$ cat src/rtl/pc_sequencer_pkg.sv
package pc_sequencer_pkg;
  typedef enum logic [2:0] {
    OP_HOLD  = 3'd0,
    OP_ADV   = 3'd1,
    OP_LOWWR = 3'd2,
    OP_JUMP  = 3'd3,
    OP_CALL  = 3'd4,
    OP_IRQ   = 3'd5,
    OP_RET   = 3'd6
  } pc_op_e;

  function automatic pc_op_e decode_op(input logic irq, input logic ret, input logic call,
                                       input logic jump, input logic lowwr, input logic adv);
    if (irq)        return OP_IRQ;
    else if (ret)   return OP_RET;
    else if (call)  return OP_CALL;
    else if (jump)  return OP_JUMP;
    else if (lowwr) return OP_LOWWR;
    else if (adv)   return OP_ADV;
    else            return OP_HOLD;
  endfunction
endpackage

$ cat src/rtl/pc_return_stack.sv
module pc_return_stack #(
  parameter int unsigned ADDR_W = 13,
  parameter int unsigned DEPTH  = 8
) (
  input  logic              clk,
  input  logic              rst_n,
  input  logic              push_i,
  input  logic [ADDR_W-1:0] push_data_i,
  input  logic              pop_i,
  output logic [ADDR_W-1:0] pop_data_o
);
  localparam int unsigned PTR_W = $clog2(DEPTH);

  logic [PTR_W-1:0]  ptr_q, ptr_d, ptr_dec;
  logic [ADDR_W-1:0] slot_q [DEPTH];

  assign ptr_dec = ptr_q - PTR_W'(1);

  always_comb begin
    ptr_d = ptr_q;
    if (push_i)     ptr_d = ptr_q + PTR_W'(1);
    else if (pop_i) ptr_d = ptr_dec;
  end

  always_ff @(posedge clk or negedge rst_n) begin
    if (!rst_n) ptr_q <= '0;
    else        ptr_q <= ptr_d;
  end

  // Each slot has its own write enable; slots hold data only, no reset.
  for (genvar g = 0; g < DEPTH; g++) begin : g_slot
    logic wr_en;
    assign wr_en = push_i && (ptr_q == PTR_W'(g));
    always_ff @(posedge clk) begin
      if (wr_en) slot_q[g] <= push_data_i;
    end
  end

  assign pop_data_o = slot_q[ptr_dec];

  // a push advances the pointer by one, wrapping at DEPTH
  a_r9_push_advances: assert property (@(posedge clk) disable iff (!rst_n)
    push_i |=> ptr_q == $past(ptr_q) + PTR_W'(1));
  // a pop steps the pointer back by one, wrapping below zero
  a_r8_pop_retreats: assert property (@(posedge clk) disable iff (!rst_n)
    (pop_i && !push_i) |=> ptr_q == $past(ptr_q) - PTR_W'(1));
  // the slot written by a push holds the pushed value afterwards
  a_r9_slot_written: assert property (@(posedge clk) disable iff (!rst_n)
    push_i |=> slot_q[$past(ptr_q)] == $past(push_data_i));
endmodule

$ cat src/rtl/pc_next_select.sv
module pc_next_select
  import pc_sequencer_pkg::*;
#(
  parameter int unsigned ADDR_W  = 13,
  parameter int unsigned LOW_W   = 8,
  parameter int unsigned TGT_W   = 11,
  parameter int unsigned LATCH_W = 5,
  parameter logic [ADDR_W-1:0] VECTOR = 13'h004
) (
  input  pc_op_e             op_i,
  input  logic [ADDR_W-1:0]  pc_i,
  input  logic [LATCH_W-1:0] latch_i,
  input  logic [LOW_W-1:0]   low_data_i,
  input  logic [TGT_W-1:0]   target_i,
  input  logic [ADDR_W-1:0]  pop_data_i,
  output logic [ADDR_W-1:0]  pc_next_o,
  output logic               push_o,
  output logic [ADDR_W-1:0]  push_data_o,
  output logic               pop_o
);
  localparam int unsigned PAGE_W = ADDR_W - TGT_W;

  logic [ADDR_W-1:0] pc_inc;
  logic [ADDR_W-1:0] paged_target;
  logic [ADDR_W-1:0] low_load;

  assign pc_inc       = pc_i + ADDR_W'(1);
  assign paged_target = {latch_i[LATCH_W-1 -: PAGE_W], target_i};
  assign low_load     = {latch_i, low_data_i};

  always_comb begin
    pc_next_o   = pc_i;
    push_o      = 1'b0;
    push_data_o = pc_inc;
    pop_o       = 1'b0;
    unique case (op_i)
      OP_ADV:   pc_next_o = pc_inc;
      OP_LOWWR: pc_next_o = low_load;
      OP_JUMP:  pc_next_o = paged_target;
      OP_CALL: begin
        pc_next_o   = paged_target;
        push_o      = 1'b1;
        push_data_o = pc_inc;
      end
      OP_IRQ: begin
        pc_next_o   = VECTOR;
        push_o      = 1'b1;
        push_data_o = pc_i;
      end
      OP_RET: begin
        pc_next_o = pop_data_i;
        pop_o     = 1'b1;
      end
      default:  pc_next_o = pc_i;
    endcase
  end
endmodule

$ cat src/rtl/pc_sequencer.sv
module pc_sequencer
  import pc_sequencer_pkg::*;
#(
  parameter int unsigned ADDR_W  = 13,
  parameter int unsigned LOW_W   = 8,
  parameter int unsigned TGT_W   = 11,
  parameter int unsigned DEPTH   = 8,
  parameter logic [12:0] VECTOR  = 13'h004
) (
  input  logic        clk,
  input  logic        rst_n,
  input  logic        adv_i,
  input  logic        lowwr_i,
  input  logic [7:0]  lowwr_data_i,
  input  logic        jump_i,
  input  logic        call_i,
  input  logic [10:0] target_i,
  input  logic        irq_i,
  input  logic        ret_i,
  input  logic        latch_wr_i,
  input  logic [4:0]  latch_data_i,
  output logic [12:0] fetch_addr_o,
  output logic [7:0]  low_rd_o
);
  localparam int unsigned LATCH_W = ADDR_W - LOW_W;

  pc_op_e             op;
  logic [ADDR_W-1:0]  pc_q, pc_d;
  logic [LATCH_W-1:0] latch_q, latch_d;
  logic               push, pop;
  logic [ADDR_W-1:0]  push_data, pop_data;

  assign op = decode_op(irq_i, ret_i, call_i, jump_i, lowwr_i, adv_i);

  pc_next_select #(
    .ADDR_W(ADDR_W), .LOW_W(LOW_W), .TGT_W(TGT_W), .LATCH_W(LATCH_W), .VECTOR(VECTOR)
  ) u_next (
    .op_i        (op),
    .pc_i        (pc_q),
    .latch_i     (latch_q),
    .low_data_i  (lowwr_data_i),
    .target_i    (target_i),
    .pop_data_i  (pop_data),
    .pc_next_o   (pc_d),
    .push_o      (push),
    .push_data_o (push_data),
    .pop_o       (pop)
  );

  pc_return_stack #(.ADDR_W(ADDR_W), .DEPTH(DEPTH)) u_stack (
    .clk         (clk),
    .rst_n       (rst_n),
    .push_i      (push),
    .push_data_i (push_data),
    .pop_i       (pop),
    .pop_data_o  (pop_data)
  );

  always_comb begin
    latch_d = latch_q;
    if (latch_wr_i) latch_d = latch_data_i;
  end

  always_ff @(posedge clk or negedge rst_n) begin
    if (!rst_n) begin
      pc_q    <= '0;
      latch_q <= '0;
    end else begin
      pc_q    <= pc_d;
      latch_q <= latch_d;
    end
  end

  assign fetch_addr_o = pc_q;
  assign low_rd_o     = pc_q[LOW_W-1:0];

  // plain advance is +1 modulo the address width
  a_r3_advance: assert property (@(posedge clk) disable iff (!rst_n)
    (adv_i && !irq_i && !ret_i && !call_i && !jump_i && !lowwr_i)
      |=> fetch_addr_o == $past(fetch_addr_o) + 13'd1);
  // low-byte write loads all latch bits above the written byte
  a_r4_low_write: assert property (@(posedge clk) disable iff (!rst_n)
    (lowwr_i && !irq_i && !ret_i && !call_i && !jump_i)
      |=> fetch_addr_o == {$past(latch_q), $past(lowwr_data_i)});
  // jump takes only the two top latch bits as page
  a_r5_jump_page: assert property (@(posedge clk) disable iff (!rst_n)
    (jump_i && !irq_i && !ret_i && !call_i)
      |=> fetch_addr_o == {$past(latch_q[4:3]), $past(target_i)});
  // interrupt lands on the vector
  a_r7_vector: assert property (@(posedge clk) disable iff (!rst_n)
    irq_i |=> fetch_addr_o == VECTOR);
  // stack traffic leaves the page latch alone
  a_r10_latch_kept: assert property (@(posedge clk) disable iff (!rst_n)
    ((push || pop) && !latch_wr_i) |=> $stable(latch_q));
endmodule

$ cat config.mk
export PLATFORM = sky130hd
export DESIGN_NAME = pc_sequencer
export DESIGN_NICKNAME = d
export VERILOG_FILES = /design/src/rtl/pc_sequencer_pkg.sv /design/src/rtl/pc_return_stack.sv /design/src/rtl/pc_next_select.sv /design/src/rtl/pc_sequencer.sv
export SDC_FILE = /design/constraint.sdc
export NUM_CORES = 1
export LEC_CHECK = 0
export BUFFER_PORTS_ARGS = -buffer_cell sky130_fd_sc_hd__buf_4
export CAP_MARGIN = 30
export CORE_MARGIN = 1.5
export CORE_UTILIZATION = 30
export DETAILED_ROUTE_END_ITERATION = 10
export SLEW_MARGIN = 0
export SYNTH_ARGS = -nofsm -noshare
export SYNTH_HDL_FRONTEND = slang
export SYNTH_SLANG_ARGS = --single-unit
$ cat constraint.sdc
create_clock -name clk -period 4.1 [get_ports clk]
set_input_delay 0 -clock clk [delete_from_list [all_inputs] [get_ports clk]]
set_output_delay 0 -clock clk [all_outputs]
set_load 0.01 [all_outputs]
Word-level counts from Yosys, hierarchy flattened
Memory sizes are Yosys's and may differ from the RTL's. Index checks and enable logic that the tools add are counted.

Add/subtract/negate cells: 3. Equal/unequal tests: 13. Mux-type cells: 49. Reductions and logical operators: 20.

Operators by type and width (count): 13-bit 2-to-1 mux (8); 13-bit OR reduction (7); 13-bit one-hot mux with 5 select lines (1); 3-bit 2-to-1 mux (12); 1-bit 2-to-1 mux (26); 3-bit equality test (second input constant) (7); 13-bit by 1-bit adder with 13-bit output (second input constant) (1); 3-bit by 2-bit equality test with 1-bit output (second input constant) (4); 1-bit logical AND (8); 3-bit by 1-bit equality test with 1-bit output (second input constant) (2); 5-bit nonzero test (1); 2-bit 2-to-1 mux (2); 2-bit OR reduction (2); 3-bit by 1-bit adder with 3-bit output (second input constant) (1); 3-bit logical NOT (1); 3-bit by 1-bit subtractor with 3-bit output (second input constant) (1); 2-bit nonzero test (1).

Register bits after elaboration: 21. Memory bits (writable): 104. Bits of input ports: 33. Output and inout bits: 21. Logic and storage cells: 89. Memories: 1.

Memory list: u_stack.slot_q (depth 8, width 13, read ports 1, clocked after memory_dff 0, wr ports 1, RTL line pc_return_stack.sv:15) `logic [ADDR_W-1:0] slot_q [DEPTH];`.

Longest topological paths before layout
Gate-level depths: netlist (run 1).

Depth in word-level cells: 20. Gate-level depth with buffers: 9. Gate-level depth less buffers: 7.

Modules after synthesis
From an unflattened synthesis (run 1), not the netlist that was laid out.

Cells, all modules: 535. Area, all modules: 6625.1 µm².

Modules (own cells, without submodules): pc_return_stack (instances 1, cells each 271, area each 4475.5 µm², seq. area each 3198.1 µm²); pc_next_select (instances 1, cells each 225, area each 1537.7 µm², seq. area each 0.0 µm²); pc_sequencer (instances 1, cells each 39, area each 611.8 µm², seq. area each 450.4 µm²).

Worst setup path after synthesis (run 1)
Ideal clock, no wire load.

Kind: register -> register. Start: reg u_stack.ptr_q[0]. End: reg pc_q[2] (netlist: fetch_addr_o[2]). Setup time: 126 ps. Arrival time: 1988 ps. Required time: 3974 ps. Slack: 1986 ps. Cell stages (with the launch flop): 8. Buffers on the path: 2. Cells stage by stage: dfrtp_1 inv_1 ha_1 buf_8 buf_2 mux2i_1 a21oi_1 a311o_1.

Word-level cells in the longest chain between the ends: 3.

RTL lines: from (decl) (RTL line pc_return_stack.sv:14) `logic [PTR_W-1:0] ptr_q, ptr_d, ptr_dec;`; from (signal assigned) (RTL line pc_return_stack.sv:27) `else ptr_q <= ptr_d;`; 3-bit by 1-bit subtractor with 3-bit output (RTL line pc_return_stack.sv:17) `assign ptr_dec = ptr_q - PTR_W'(1);`; memory 8 x 13 bit; 13-bit one-hot mux with 5 select lines (RTL line pc_next_select.sv:36) `unique case (op_i)`; to (signal assigned) (RTL line pc_sequencer.sv:69) `pc_q <= pc_d;`; to (decl) (RTL line pc_sequencer.sv:28) `logic [ADDR_W-1:0] pc_q, pc_d;`.

No other way between the ends. A chain may end at the register's enable or synchronous reset.

Final worst setup path (run 1)
Start: reg u_stack.ptr_q[0]. End: reg pc_q[0] (netlist: fetch_addr_o[0]).

Same word-level chain as after synthesis.

==> flow_summary.toml, run 1 <==
[pwr]
power_density_nw_per_um2 = 761
power_frac_clock_pct = 30.1
p_leak_nw = 2.67
p_int_mw = 3.66
ir_drop_mv = 0.401
combPwrFrac_pct = 32.9
total_power_mw = 5.48
netSwitchingFraction_pct = 33.1
pwr-share-seq_pct = 37.0
p_switching_mw = 1.81

[die]
rows = 50
die_area_sq_um = 20100
core_area_sq_um = 18800
start_util_pct = 30.7
fp.dieH_microns = 142
die_width_microns = 142
pin_count = 54

[yosys]
synth_ff_type = "edfxtp_1"
yosysSeqAreaShare_pct = 63.0
ys_ff_latch = 125
syn-mean-instance-area_sq_um = 14.1
ys_async_sr_fraction_pct = 16.8
synth_edf_count = 104
yosys.area.top_type = "edfxtp_1"
syn_area_sq_um = 5790
synth_area_leaders = "edfxtp_1 (54%), dfrtp_1 (9.1%), mux2i_1 (6.2%), mux4_2 (3.1%), nand2_1 (2.0%)"
syn_nets = 451
synth.distinct_cells = 59
netlist_instances = 410
synth_top_area_share_pct = 54.0
yosys_warnings = 0

[placement]
port_buffers = 53
dp_hpwl_microns = 9480
place.gp.congestion = 0.796
place_area_sq_um = 6340

[sta]
final_max_slew_viol_count = 0
max_freq_ghz = 0.310
tightest_slew_ps = 1020
finalCritPeriodShare_pct = 78.7
final-setup-viol-count = 0
totalNegativeSetupSlack_ps = 0
period_needed_ps = 3230
rsz0062_at_grt = "no"
finalClockSkew_ps = 6.82
hold_viol_final = 0
slew_headroom_pct = 32.0

[global_route]
grt_max_degree = 28
gr-total-overflow = 0
grt_usage_pct = 15.5
grt_pass1_wl_microns = 22300
antenna_found_initial = 0
first_global_vias = 3773

[worst_setup_path]
worstReg2RegStart = "u_stack.ptr_q[0]$_DFFE_PN0P_"
path_depth = 7
ff2ff_setup_slack_ps = 870
cp-startpoint = "u_stack.ptr_q[0]$_DFFE_PN0P_"
cp-end-kind = "flip-flop"
slowest_stage = "dfrtp_1"
crit_chain = "inv_1 -> ha_2 -> buf_4 -> mux4_2 -> nand2_1 -> a311oi_1 -> dlygate4sd3_1"
setup.worst_path.start_class = "flip-flop"
cp-endpoint = "fetch_addr_o[0]$_DFFE_PN0P_"
cp_top_family = "buffers and inverters"
cp_max_fo = 20
crit_type = "flip-flop to flip-flop"
critPathBufInv = 3
r2r_end = "fetch_addr_o[0]$_DFFE_PN0P_"
max_stage_delay_ps = 920
rr_worst_depth = 7
crit_required_ps = 4450
arrival_ps = 3580

[clock_network]
cts_root_buf = "clkbuf_16"
cts_resized = 0
clk_pin_slew_ps = 50
cts.sinks = 125
clkLatencyLatePin_ps = 420
post_cts_buffers = 0
cts_buffers = 17
cts-htree-levels = 4
cts_max_path_buffers = 2
cts_tree = "done"

[cells_and_area]
fin_area_sq_um = 7200
mostFrequentLayoutCell = "edfxtp_1"
drive_gt1_share_pct = 22.7
layout.nets = 517
final_cell_mix = "edfxtp_1 (104), buf_4 (56), mux2i_1 (36), nand2_1 (31), dfrtp_1 (21)"
diodes = 0
nFillCells = 1773
area_delta_synth_final_pct = 24.4
multiInputGateArea_sq_um = 1920
seqCellArea_sq_um = 3650

[drt]
wire_per_inst_microns = 19.5
drc_errors = 0
drt_iter0_drc = 334
drt-pass1-iter-count = 5
vias_per_cell = 5.01
vias = 3749
routed_wl_microns = 14600
ant_nets = 0

[run]
cap_violations = 0

[outcome]
outcome = "complete, no violations"

[hold_path]
hold_class = "input pin to async pin"
==> kinds of logic after synthesis <==
logic type	after synthesis	share of synthesized area, %
adder cells (fa/ha/maj)	8	1.73
flip-flops	125	63.0
multiplexers	48	10.1
XOR/XNOR	20	3.48
buffers and inverters	37	3.91
AO/OA/AOI/OAI	75	8.86
AND/OR/NAND/NOR	97	8.86
==> state kept, by name, summed over array words and instances (netlist names) <==
register	flops
fetch_addr_o	13
u_stack.slot_q	104
latch_q	5
u_stack.ptr_q	3
==> worst min-delay path by stage <==
stage	startpoint	to	slack [ps]	cells after the start
6_report	rst_n	fetch_addr_o[0]$_DFFE_PN0P_	30	2
5_1_grt	rst_n	fetch_addr_o[0]$_DFFE_PN0P_	60	2
4_1_cts	rst_n	fetch_addr_o[1]$_DFFE_PN0P_	30	2
3_5_place_dp	rst_n	fetch_addr_o[1]$_DFFE_PN0P_	-80	1
3_3_place_gp	rst_n	latch_q[3]$_DFFE_PN0P_	-90	1
2_1_floorplan	rst_n	fetch_addr_o[0]$_DFFE_PN0P_	-300	0
==> stage by stage <==
step | setup slack, ps | hold WS, ps | utilization, % | std cells
floorplan | 1990 | -296 | - | 410
finish | 873 | 26.1 | 38.2 | 748
global route | 643 | 63.0 | 38.2 | 748
CTS | 836 | 26.3 | 38.1 | 747
global placement | 1070 | -88.3 | 33.7 | 697
detailed placement | 1020 | -82.7 | 33.7 | 697
==> power groups by stage <==
stage / Combinational [mW] / Clock [mW] / Sequential (mW)
floorplan: 1.37 / 0 / 1.94
global placement: 1.74 / 0 / 2.04
detailed placement: 1.78 / 0 / 2.05
CTS: 1.80 / 1.68 / 2.03
global route: 1.95 / 1.72 / 2.06
finish: 1.80 / 1.65 / 2.03
==> layout make-up <==
class	count	area share, %
tap	260	4.52
timing repair buffer	76	8.69
multi-input combinational	248	26.6
clock inverter	13	3.08
sequential	125	50.7
clock buffer	18	5.96
inverter	8	0.417
==> metal layers <==
metal | vias to the layer above | GRT usage, % | wire length, microns
li1 | 1698 | - | -
met1 | 1868 | 21.1 | 6700
met2 | 159 | 23.7 | 6740
met3 | 24 | 4.08 | 899
met4 | 0 | 5.86 | 279
met5 | - | 0 | 0
==> repair_timing <==
item	4_1_cts	5_1_grt
hold endpoints to repair	31	0
hold buffers	19	0
endpoints found under the setup margin	0	0
==> cell usage after synthesis, drive strengths merged (2+ instances only) <==
library cell / number
a32oi: 4
mux2i: 36
nor2: 18
xnor2: 9
a22oi: 9
edfxtp: 104
o311a: 2
clkbuf: 8
nand4: 2
o211ai: 4
a21oi: 16
nand2: 31
nor3: 8
or4b: 2
mux4: 8
a211oi: 3
xor2: 11
ha: 8
and3: 8
nor2b: 5
inv: 8
buf: 21
dfrtp: 21
nand3: 11
nand3b: 4
o21ai: 13
o21a: 2
and2: 2
a31oi: 9
mux2: 4
o22ai: 2
Power figures use the tool's default switching activity.
==> inputs of run 2 (changes only) <==
==> constraint.sdc (replaced) <==
create_clock -name clk -period 2.9 [get_ports clk]
set_input_delay 0 -clock clk [delete_from_list [all_inputs] [get_ports clk]]
set_output_delay 0 -clock clk [all_outputs]
set_load 0.01 [all_outputs]
==> run 2 against run 1 <==
  * Sequential cell count unchanged
  * Register-to-register slack got worse by 470 ps
  * Global-route usage increased by 0.10 points
  * First-iteration DRC count fell by 8.7%
  * Highest routed layer unchanged
  * Utilization grew 0.29 points
  * Total power rose by 42%
  * Sequential power grew 38%
  * Hold slack improved by 5.8 ps
  * Worst setup slack worse by 470 ps
  * Sequential share of layout area decreased by 0.38 points
  * Critical path depth shrank 2
==> flow_summary.toml, run 2 (synthesis gave the netlist of run 1 again) <==
[pwr]
power_density_nw_per_um2 = 1080
ir_drop_mv = 0.465
p_leak_nw = 2.72
total_power_mw = 7.80

[clock_network]
cts_buffers = 17
cts-htree-levels = 4
cts_resized = 0
cts.sinks = 125
cts_root_buf = "clkbuf_16"
cts_max_path_buffers = 2
cts_tree = "done"
clkLatencyLatePin_ps = 430
clk_pin_slew_ps = 60

[sta]
totalNegativeSetupSlack_ps = 0
slew_headroom_pct = 40.1
final_max_slew_viol_count = 0
finalCritPeriodShare_pct = 86.0
hold_viol_final = 0
max_freq_ghz = 0.401
setup_ws_ps = 405
tightest_slew_ps = 899
period_needed_ps = 2500
rsz0062_at_grt = "no"
finalClockSkew_ps = 9.35
hold_ws_ps = 31.9
final-setup-viol-count = 0

[global_route]
met1_usage_pct = 21.1
grt_use_met2_pct = 24.5
gr-max-usage-layer = "met2"
first_global_vias = 3769
gr-total-overflow = 0
grt_pass1_wl_microns = 22500
grt_usage_pct = 15.6
antenna_found_initial = 0
grt_use_met3_pct = 3.44
grt_max_degree = 30

[placement]
port_buffers = 53
dp_hpwl_microns = 9840
place.gp.congestion = 0.804
place_ws_ps = 482

[die]
die_area_sq_um = 20100
pin_count = 54
core_area_sq_um = 18800
rows = 50
fp.dieH_microns = 142
die_width_microns = 142
start_util_pct = 30.7

[cells_and_area]
final_cell_mix = "edfxtp_1 (104), buf_4 (64), mux2i_1 (36), nand2_1 (31), dfrtp_1 (21)"
mostFrequentLayoutCell = "edfxtp_1"
layout.nets = 525
drive_gt1_share_pct = 23.9
area_delta_synth_final_pct = 25.3
diodes = 0
nFillCells = 1763
largest_register = "u_stack.slot_q"
largest_reg_flops = 104

[hold_path]
hold_class = "input pin to async pin"

[worst_setup_path]
crit_required_ps = 3040
cp-end-kind = "flip-flop"
ff2ff_setup_slack_ps = 400
r2r_end = "u_stack.slot_q[0][11]$_DFFE_PP_"
rr_worst_depth = 5
crit_type = "flip-flop to flip-flop"
cp_max_fo = 8
setup.worst_path.start_class = "flip-flop"
arrival_ps = 2640
worstReg2RegStart = "fetch_addr_o[2]$_DFFE_PN0P_"

[drt]
drt-pass1-iter-count = 5
vias_per_cell = 4.95
wire_per_inst_microns = 19.6
drt_iter0_drc = 305
drc_errors = 0
vias = 3748
routed_wl_microns = 14800
ant_nets = 0

[outcome]
outcome = "complete, no violations"

[run]
cap_violations = 0
-- run 2: worst max-delay path: stages (launching register included) --
cell and delay [ps]:
dfrtp_1 550, nand3_1 330, nor2b_1 400, nor2b_1 280
nand3_1 160, xnor2_1 500
-- run 2: layer usage --
layer / wire, microns / part of all wire [%]
met5: 0 / 0
met4: 257 / 1.7
met3: 852 / 5.8
met2: 6920 / 47
met1: 6780 / 46
-- run 2: where the power goes --
part           total, mW  internal, mW  switching, mW
sequential          2.81          2.53          0.274
clock               2.29          1.54          0.750
combinational       2.70          1.12           1.58
-- run 2: final cells by class --
type,count,area (sq um),area share (%)
Clock buffer,20,447,6.16
Inverter,8,30.0,0.414
Timing Repair Buffer,84,691,9.52
Clock inverter,12,193,2.66
Tap cell,260,325,4.49
Multi-Input combinational cell,248,1920,26.4
Sequential cell,125,3650,50.3
-- run 2: stage by stage --
step	instance area, sq um	cells	utilization [%]
3_3_place_gp	6420	706	34.1
3_5_place_dp	6420	706	34.1
5_1_grt	7250	757	38.5
4_1_cts	7250	757	38.5
2_1_floorplan	5790	410	-
6_report	7250	757	38.5
-- run 2: what timing repair did --
action,in CTS,in global routing
hold buffers,19,0
hold endpoints to repair,32,0
setup buffers,0,0
-- run 2: how the worst max path moves through the flow --
stage | start | endpoint | slack, ps | cells past startpoint
floorplan | u_stack.ptr_q[0]$_DFFE_PN0P_ | fetch_addr_o[2]$_DFFE_PN0P_ | 790 | 7
global placement | fetch_addr_o[2]$_DFFE_PN0P_ | u_stack.slot_q[7][11]$_DFFE_PP_ | 560 | 5
detailed placement | fetch_addr_o[2]$_DFFE_PN0P_ | u_stack.slot_q[2][7]$_DFFE_PP_ | 480 | 5
CTS | fetch_addr_o[2]$_DFFE_PN0P_ | u_stack.slot_q[0][11]$_DFFE_PP_ | 450 | 5
global route | fetch_addr_o[2]$_DFFE_PN0P_ | u_stack.slot_q[0][11]$_DFFE_PP_ | 260 | 5
finish | fetch_addr_o[2]$_DFFE_PN0P_ | u_stack.slot_q[0][11]$_DFFE_PP_ | 400 | 5
==> inputs of run 3 (changes only) <==
--- a/config.mk
+++ b/config.mk
@@ -9,6 +9,7 @@
 export CAP_MARGIN = 30
 export CORE_MARGIN = 1.5
 export CORE_UTILIZATION = 30
+export CTS_BUF_LIST = sky130_fd_sc_hd__clkbuf_2 sky130_fd_sc_hd__clkbuf_4 sky130_fd_sc_hd__clkbuf_8
 export DETAILED_ROUTE_END_ITERATION = 10
 export SLEW_MARGIN = 0
 export SYNTH_ARGS = -nofsm -noshare
==> run 3 against run 2 <==
  * Die area unchanged
  * Global-route usage decreased by 0.088 points
  * Wire length about the same
  * Utilization decreased by 0.82 points
  * Worst setup slack improved by 3.1 ps
  * Hold slack got worse by 17 ps
  * Maximum frequency increased by 0.12%
  * Sequential cell count unchanged
  * Combinational power about the same
  * Count of clock-buffer cells in the layout unchanged
  * Critical endpoint unchanged
  * Largest cell class unchanged
==> flow_summary.toml, run 3 (synthesis gave the netlist of run 1 again) <==
[placement]
dp_hpwl_microns = 9840
place.gp.congestion = 0.804
port_buffers = 53
dp_cells = 706

[sta]
hold_viol_final = 0
tightest_slew_ps = 895
max_freq_ghz = 0.401
finalClockSkew_ps = 15.2
period_needed_ps = 2490
finalCritPeriodShare_pct = 85.9
rsz0062_at_grt = "no"
totalNegativeSetupSlack_ps = 0
final_max_slew_viol_count = 0
final-setup-viol-count = 0
slew_headroom_pct = 40.4

[worst_setup_path]
crit_type = "flip-flop to flip-flop"
arrival_ps = 2680
cp-end-kind = "flip-flop"
crit_required_ps = 3090
cp_max_fo = 8
setup.worst_path.start_class = "flip-flop"

[clock_network]
cts_buffers = 17
clkLatencyLatePin_ps = 470
cts_max_path_buffers = 2
cts_tree = "done"
cts-htree-levels = 4
post_cts_buffers = 0
clk_pin_slew_ps = 70
cts_root_buf = "clkbuf_8"
cts.sinks = 125

[global_route]
gr-total-overflow = 0
grt_max_degree = 30
antenna_found_initial = 0
first_global_vias = 3721
grt_usage_pct = 15.5
grt_pass1_wl_microns = 22400

[drt]
vias_per_cell = 4.92
drc_errors = 0
vias = 3741
routed_wl_microns = 14800
drt-pass1-iter-count = 5
drt_iter0_drc = 299
wire_per_inst_microns = 19.5
ant_nets = 0

[cells_and_area]
largest_register = "u_stack.slot_q"
diodes = 0
drive_gt1_share_pct = 24.2
seqCellArea_sq_um = 3650
area_delta_synth_final_pct = 22.6
mostFrequentLayoutCell = "edfxtp_1"
layout.nets = 528
final_cell_mix = "edfxtp_1 (104), buf_4 (64), mux2i_1 (36), nand2_1 (31), dlygate4sd3_1 (22)"
largest_reg_flops = 104
layout.cells.non_filler = 760
multiInputGateArea_sq_um = 1920
nFillCells = 1772

[pwr]
power_density_nw_per_um2 = 1020
ir_drop_mv = 0.407
total_power_mw = 7.25
p_leak_nw = 2.65

[outcome]
outcome = "complete, no violations"

[die]
rows = 50
core_area_sq_um = 18800
fp.dieH_microns = 142
pin_count = 54
die_width_microns = 142
start_util_pct = 30.7
die_area_sq_um = 20100

[hold_path]
hold_class = "input pin to flip-flop"

[run]
cap_violations = 0
## run 3: cell types whose count changed in the layout (fill, tap and decap cells not counted), sizes merged
cell	delta
dlygate4sd3	+3
## run 3: path summary, 6_finish.rpt
check / start / to / slack [ps] / cells past startpoint
setup / recovery: fetch_addr_o[2]$_DFFE_PN0P_ / u_stack.slot_q[0][11]$_DFFE_PP_ / 410 / 5
hold / removal: jump_i / fetch_addr_o[11]$_DFFE_PN0P_ / 10 / 4
setup reg to reg: fetch_addr_o[2]$_DFFE_PN0P_ / u_stack.slot_q[0][11]$_DFFE_PP_ / 410 / 5
hold reg to reg: latch_q[3]$_DFFE_PN0P_ / fetch_addr_o[11]$_DFFE_PN0P_ / 590 / 2
max in group asynchronous: rst_n / fetch_addr_o[3]$_DFFE_PN0P_ / 1080 / 4
min in group asynchronous: rst_n / fetch_addr_o[11]$_DFFE_PN0P_ / 460 / 3
## run 3: where the power goes
group	switching [mW]	internal [mW]	total (mW)	leakage, nW
clock network	0.688	1.06	1.74	0.227
registers	0.271	2.53	2.80	1.22
logic	1.58	1.13	2.71	1.20
## run 3: timing repair
| action | CTS | global route |
|---|---|---|
| hold buffers | 22 | 0 |
| hold endpoints to repair | 36 | 0 |
| gates resized for setup | 0 | 0 |
## run 3: layout make-up
class | count | share of cell area, %
multi-input combinational | 248 | 27.0
clock buffer | 20 | 3.70
inverter | 8 | 0.423
clock inverter | 12 | 2.71
sequential | 125 | 51.4
tap | 260 | 4.58
timing repair buffer | 87 | 10.2
## run 3: worst max-delay path, cell delays in order, from the launching register on
cell     delay, ps
dfrtp_1        550
nand3_1        310
nor2b_1        390
nor2b_1        290
nand3_1        160
xnor2_1        510
## run 3: layer usage
layer  share of wire (%)  global-route usage (%)  vias up
met5                   0                       0        -
met3                 6.3                    3.64       25
li1                    -                       -     1713
met1                  45                    20.9     1854
met4                 1.7                    5.32        0
met2                  47                    24.6      149
## run 3: per-stage QoR
step                      cell area [sq um]  util (%)  hold WS, ps  worst slack [ps]
after floorplan                        5790         -         -296               786
after global placement                 6420      34.1        -82.0               557
after detailed placement               6420      34.1        -68.8               482
after CTS                              7100      37.7         10.0               449
after global routing                   7100      37.7         29.0               253
final                                  7100      37.7         14.7               408
